File: src/rtl/ltt_pkg.sv
package ltt_pkg;
  localparam int ADDR_W   = 2;
  localparam int VEC_W    = 8;
  localparam int DIV_W    = 3;
  localparam int PRE_W    = 7;
  localparam int MASK_BIT = 16;
  localparam int PER_BIT  = 17;

  localparam logic [ADDR_W-1:0] A_ENTRY = 2'd0;
  localparam logic [ADDR_W-1:0] A_DIV   = 2'd1;
  localparam logic [ADDR_W-1:0] A_INIT  = 2'd2;
  localparam logic [ADDR_W-1:0] A_CUR   = 2'd3;

  typedef struct packed {
    logic             periodic;
    logic             mask;
    logic [VEC_W-1:0] vector;
  } entry_t;

  // last phase value of the divider for a given code
  function automatic logic [PRE_W-1:0] pre_term(input logic [DIV_W-1:0] code);
    logic [PRE_W:0] full;
    if (code == {DIV_W{1'b1}}) return '0;
    full = ({{PRE_W{1'b0}}, 1'b1} << (code + 1'b1)) - 1'b1;
    return full[PRE_W-1:0];
  endfunction
endpackage

File: src/rtl/ltt_prescaler.sv
module ltt_prescaler
  import ltt_pkg::*;
(
  input  logic             clk,
  input  logic             rst_n,
  input  logic             restart,
  input  logic [DIV_W-1:0] code,
  output logic             tick
);
  logic [PRE_W-1:0] pre_q, pre_d, term;

  assign term = pre_term(code);
  assign tick = (pre_q == term);

  always_comb begin
    pre_d = pre_q + 1'b1;
    if (restart || tick) pre_d = '0;
  end

  always_ff @(posedge clk or negedge rst_n) begin
    if (!rst_n) pre_q <= '0;
    else        pre_q <= pre_d;
  end


  pre_bound_chk: assert property (@(posedge clk) disable iff (!rst_n)
    $past(restart) |-> pre_q == '0);
endmodule

File: src/rtl/ltt_regs.sv
module ltt_regs
  import ltt_pkg::*;
#(
  parameter int CNT_W = 32
) (
  input  logic              clk,
  input  logic              rst_n,
  input  logic              wr,
  input  logic [ADDR_W-1:0] addr,
  input  logic [CNT_W-1:0]  wdata,
  output entry_t            entry,
  output logic [DIV_W-1:0]  div_code,
  output logic [CNT_W-1:0]  init_cnt,
  output logic              load,
  output logic              div_wr
);
  entry_t           entry_d;
  logic [DIV_W-1:0] div_d;
  logic [CNT_W-1:0] init_d;

  assign load   = wr && (addr == A_INIT);
  assign div_wr = wr && (addr == A_DIV);

  always_comb begin
    entry_d  = entry;
    div_d    = div_code;
    init_d   = init_cnt;
    if (wr && addr == A_ENTRY) begin
      entry_d.vector   = wdata[VEC_W-1:0];
      entry_d.mask     = wdata[MASK_BIT];
      entry_d.periodic = wdata[PER_BIT];
    end
    if (div_wr) div_d  = wdata[DIV_W-1:0];
    if (load)   init_d = wdata;
  end

  always_ff @(posedge clk or negedge rst_n) begin
    if (!rst_n) begin
      entry    <= '{periodic: 1'b0, mask: 1'b1, vector: '0};
      div_code <= '0;
      init_cnt <= '0;
    end else begin
      entry    <= entry_d;
      div_code <= div_d;
      init_cnt <= init_d;
    end
  end


  ro_write_chk: assert property (@(posedge clk) disable iff (!rst_n)
    (wr && addr == A_CUR) |=> ($stable(entry) && $stable(div_code) && $stable(init_cnt)));
endmodule

File: src/rtl/ltt_counter.sv
module ltt_counter #(
  parameter int CNT_W = 32
) (
  input  logic             clk,
  input  logic             rst_n,
  input  logic             load,
  input  logic [CNT_W-1:0] load_val,
  input  logic             tick,
  input  logic             periodic,
  input  logic [CNT_W-1:0] init_cnt,
  output logic [CNT_W-1:0] cur,
  output logic             expire
);
  logic [CNT_W-1:0] cur_d;

  always_comb begin
    cur_d  = cur;
    expire = 1'b0;
    if (load) begin
      cur_d = load_val;
    end else if (tick && cur != '0) begin
      if (cur == CNT_W'(1)) begin
        expire = 1'b1;
        cur_d  = periodic ? init_cnt : '0;
      end else begin
        cur_d = cur - 1'b1;
      end
    end
  end

  always_ff @(posedge clk or negedge rst_n) begin
    if (!rst_n) cur <= '0;
    else        cur <= cur_d;
  end


  load_chk: assert property (@(posedge clk) disable iff (!rst_n)
    load |=> cur == $past(load_val));

  oneshot_hold_chk: assert property (@(posedge clk) disable iff (!rst_n)
    (cur == '0 && !load) |=> cur == '0);

  reload_chk: assert property (@(posedge clk) disable iff (!rst_n)
    (tick && periodic && cur == CNT_W'(1) && !load) |=> cur == $past(init_cnt));

  idle_tick_chk: assert property (@(posedge clk) disable iff (!rst_n)
    (!tick && !load) |=> $stable(cur));
endmodule

File: src/rtl/local_tick_timer.sv
module local_tick_timer
  import ltt_pkg::*;
#(
  parameter int CNT_W = 32
) (
  input  logic              clk,
  input  logic              rst_n,
  input  logic              bus_wr_i,
  input  logic [ADDR_W-1:0] bus_addr_i,
  input  logic [CNT_W-1:0]  bus_wdata_i,
  output logic [CNT_W-1:0]  bus_rdata_o,
  output logic              irq_o,
  output logic [VEC_W-1:0]  irq_vec_o
);
  entry_t           entry;
  logic [DIV_W-1:0] div_code;
  logic [CNT_W-1:0] init_cnt, cur;
  logic             load, div_wr, tick, expire;
  logic             irq_d;
  logic [VEC_W-1:0] vec_d;

  ltt_regs #(.CNT_W(CNT_W)) u_regs (
    .clk(clk), .rst_n(rst_n), .wr(bus_wr_i), .addr(bus_addr_i), .wdata(bus_wdata_i),
    .entry(entry), .div_code(div_code), .init_cnt(init_cnt), .load(load), .div_wr(div_wr)
  );

  ltt_prescaler u_pre (
    .clk(clk), .rst_n(rst_n), .restart(load || div_wr), .code(div_code), .tick(tick)
  );

  ltt_counter #(.CNT_W(CNT_W)) u_cnt (
    .clk(clk), .rst_n(rst_n), .load(load), .load_val(bus_wdata_i), .tick(tick),
    .periodic(entry.periodic), .init_cnt(init_cnt), .cur(cur), .expire(expire)
  );

  always_comb begin
    irq_d = expire && !entry.mask;
    vec_d = irq_d ? entry.vector : irq_vec_o;
  end

  always_ff @(posedge clk or negedge rst_n) begin
    if (!rst_n) begin
      irq_o     <= 1'b0;
      irq_vec_o <= '0;
    end else begin
      irq_o     <= irq_d;
      irq_vec_o <= vec_d;
    end
  end

  always_comb begin
    bus_rdata_o = '0;
    case (bus_addr_i)
      A_ENTRY: begin
        bus_rdata_o[VEC_W-1:0] = entry.vector;
        bus_rdata_o[MASK_BIT]  = entry.mask;
        bus_rdata_o[PER_BIT]   = entry.periodic;
      end
      A_DIV:   bus_rdata_o[DIV_W-1:0] = div_code;
      A_INIT:  bus_rdata_o = init_cnt;
      default: bus_rdata_o = cur;
    endcase
  end


  masked_quiet_chk: assert property (@(posedge clk) disable iff (!rst_n)
    irq_o |-> !$past(entry.mask));

  irq_vec_chk: assert property (@(posedge clk) disable iff (!rst_n)
    irq_o |-> irq_vec_o == $past(entry.vector));

  zero_load_chk: assert property (@(posedge clk) disable iff (!rst_n)
    (load && bus_wdata_i == '0) |=> !irq_d);
endmodule

File: config.mk
export PLATFORM = sky130hd
export DESIGN_NAME = local_tick_timer
export DESIGN_NICKNAME = d
export VERILOG_FILES = /design/src/rtl/ltt_pkg.sv /design/src/rtl/ltt_prescaler.sv /design/src/rtl/ltt_regs.sv /design/src/rtl/ltt_counter.sv /design/src/rtl/local_tick_timer.sv
export SDC_FILE = /design/constraint.sdc
export NUM_CORES = 1
export LEC_CHECK = 0
export CAP_MARGIN = 10
export CORE_MARGIN = 2
export CORE_UTILIZATION = 50
export CTS_BUF_LIST = sky130_fd_sc_hd__clkbuf_16
export DETAILED_ROUTE_END_ITERATION = 12
export PLACE_DENSITY = 0.76
export SYNTH_ARGS = -nofsm -noshare
export SYNTH_HDL_FRONTEND = slang
export SYNTH_HIERARCHICAL = 1
export SYNTH_SLANG_ARGS = --single-unit
File: constraint.sdc
create_clock -name clk -period 4 [get_ports clk]
set_clock_uncertainty 0.2 [all_clocks]
set_input_delay 1.2 -clock clk [delete_from_list [all_inputs] [get_ports clk]]
set_output_delay 1.2 -clock clk [all_outputs]
set_load 0.005 [all_outputs]
==> metrics.txt <==
Synth Warn #=6; Area growth, synth to finish=23.8%; DR vias=5,330; worst-path maximum fanout=8; cell area after layout=between 7000 and 8000 µm²; global-route wire length before repair=about 27 mm; FFs w/ async S/R, synth=100%; initial cell density of the core=between 50% and 60%; sum of net half-perimeters after detailed placement=12.1 mm; Post-synth EDFFs=0; syn_area_per_cell=approximately 10 µm²; simple-gate portion of the synthesized area=between 10% and 20%; Primary FF master, synth=dfrtp_1; Synth cell types=between 60 and 70; sum of negative setup slack=0 ns; area occupied by multi-input gates=around 3600 µm²; pin count of the biggest net entering global routing=55; DR DRC count=0; Placement Cell Area=~7000 µm²; run status=complete, no violations; GPL Wtd Cong=0.944; CP arrival=about 2.5 ns; multiplexer share of the synthesized area=18.4%; Final Util=between 60% and 70%; leading cell types by count after synthesis=92 x dfrtp_1, 42 x nor2_1, 35 x mux2_4, 35 x nand2_1; IO Port Bufs=slightly below 80; Leak=approximately 3.2 nW; worst vdd ir=roughly 0.23 mV; crit path capture type=output pin; io pins=78; adder-cell share of the synthesized area=1.23%; Placeable Area=12,000 µm²; vias per std cell=~6.3; Seq/Total Area, Yosys=a little under two fifths; final WL=between 15 and 20 mm; clock slew at reported path FFs=around 0.07 ns; worst endpoint required time=about 2.6 ns; final hold violations=0; full die area=between 10,000 and 15,000 µm²; syn_nets=between 600 and 700; CTS max path bufs=2; fin crit share=between 90% and 100%; Max-Cap Viols=0; share of layout cells above drive strength 1=a little over a fifth; routed wire length per instance=~20 µm; fillers=981; Tot GR Track Use=between 20% and 30%; Clk Latency, worst-skew pair=0.34 ns; fmax=around 250 MHz; initial antenna violation count=0; Register Area=about 2300 µm²; #FFs+latches synth=93; largest family of logic cells by synthesized area=simple AND/OR/NAND/NOR gates; Worst Hold Class=reg -> reg; die outline width=between 100 and 150 µm; nets=around 740; H-tree lvl count=3; Final setup violation count=0; CTS tree=done; Synth Area in Compound Gates=roughly 14%; slew margin rel.=30.6%; Critical Path Start Type=input pin; post-synth top area share=a little under two fifths; xor and xnor area share after synthesis=around 4%; remaining antenna violation count=0; initial drt markers=approximately 460; top cells by area, synth=dfrtp_1 38%, mux2_4 8.6%, mux2_2 4.6%, mux2i_1 4.1%, nor2_1 2.6%; Post-Syn Area=~6100 µm²; gr ovfl total=0; Worst Path Class, Setup=in -> out; Synth area leader=dfrtp_1; Synth Instances=601; Clock Sink Count=93; CTS Hold Bufs=0; Slew Viols, Final=0; # rows=40; Num CTS Buffers=9; Diodes inserted=0; Die Ht=between 100 and 150 µm; unrepaired setup endpoints after global routing=false; Pwr Density=494 nW/µm²; vias in the first global route=between 5,000 and 6,000; length of the first detailed-routing pass in iterations=5; min Tclk post-route=~4 ns; Worst Tran Pin Value=between 1 and 1.5 ns; most frequent cell after synthesis=dfrtp_1; Root Buffer=clkbuf_16
cell usage in the layout, fill, tap and decap left out, types with 12 or more instances in the layout:
cell and count:
a21oi_1 22, a31oi_1 16, buf_4 43, clkdlybuf4s50_1 74, dfrtp_1 92, inv_1 12, mux2_2 25, mux2_4 35
mux2i_1 24, nand2_1 35, nand3_1 20, nor2_1 42, nor2b_1 23, nor3_1 14, o21ai_0 19, xnor2_1 16
routing by layer:
metal  track usage (%)  vias to the layer above  share of wire (%)
met5                 0                        -                  0
met4              7.89                        0                2.1
met3              4.39                       39                7.2
met2              44.0                      238                 48
met1              34.9                     2602                 42
li1                  -                     2451                  -
state kept, by name (all words and copies together) (netlist names):
signal and flops:
u_pre/pre_q 7, u_regs/entry 10, irq_vec_o 8, u_regs/div_code 3
u_regs/init_cnt 32, irq_o 1, u_cnt/cur 32
metrics by stage:
step                      std cells  hold WS [ns]  power [W]  setup WS (ns)
after floorplan                 601         0.276    0.00232       0.000704
after global routing            851         0.332    0.00395        0.00386
after detailed placement        831         0.297    0.00282         -0.175
after global placement          831         0.291    0.00275         -0.119
final                           851         0.310    0.00373         0.0567
after CTS                       847         0.311    0.00368         0.0350
worst paths after layout:
kind / from / to / slack, ns / cells after the start
worst max-delay path: bus_addr_i[0] / bus_rdata_o[4] / 0.06 / 5
worst min-delay path: irq_vec_o[3] / irq_vec_o[3] / 0.31 / 1
worst max register to register: u_regs/div_code[0] / u_cnt/cur[18] / 0.19 / 13
worst min register to register: irq_vec_o[3] / irq_vec_o[3] / 0.31 / 1
max in group asynchronous: rst_n / u_regs/entry[8] / 2.10 / 2
min in group asynchronous: rst_n / u_cnt/cur[21] / 0.72 / 1
what timing repair did:
item,CTS,global route
resized for setup,1,5
buffers inserted,0,4
pin swaps,0,1
endpoints found under the hold margin,0,0
setup endpoints to repair,32,38
kinds of logic (layout without fill, tap and decap cells):
| logic type | count (synthesis) | after routing |
|---|---|---|
| AOI/OAI and AO/OA | 125 | 125 |
| xor gates and xnor gates | 28 | 28 |
| adders and majority gates | 6 | 6 |
| buffers and inverters | 48 | 151 |
| DFF | 93 | 93 |
| muxes | 88 | 88 |
| and+or+nand+nor | 213 | 213 |
report_power, final:
| part | internal (W) | switching (W) | total, W |
|---|---|---|---|
| clock | 0.000487 | 0.000365 | 0.000852 |
| combinational | 0.000767 | 0.000642 | 0.00141 |
| sequential | 0.00116 | 0.000316 | 0.00147 |
cell type report:
type / instances / area share [%]
multi-input cells: 460 / 47.1
flip-flops and latches: 93 / 30.8
repair buffers: 122 / 15.0
clock buffers: 9 / 2.98
well taps: 147 / 2.43
clock inverters: 7 / 0.960
inverters: 13 / 0.679
worst max-delay path, cell delays in order:
cell and delay [ns]:
buf_2 0.16, buf_4 0.23, mux2_4 0.32, a22o_1 0.18, clkdlybuf4s50_1 0.45
Power figures use the tool's default switching activity.
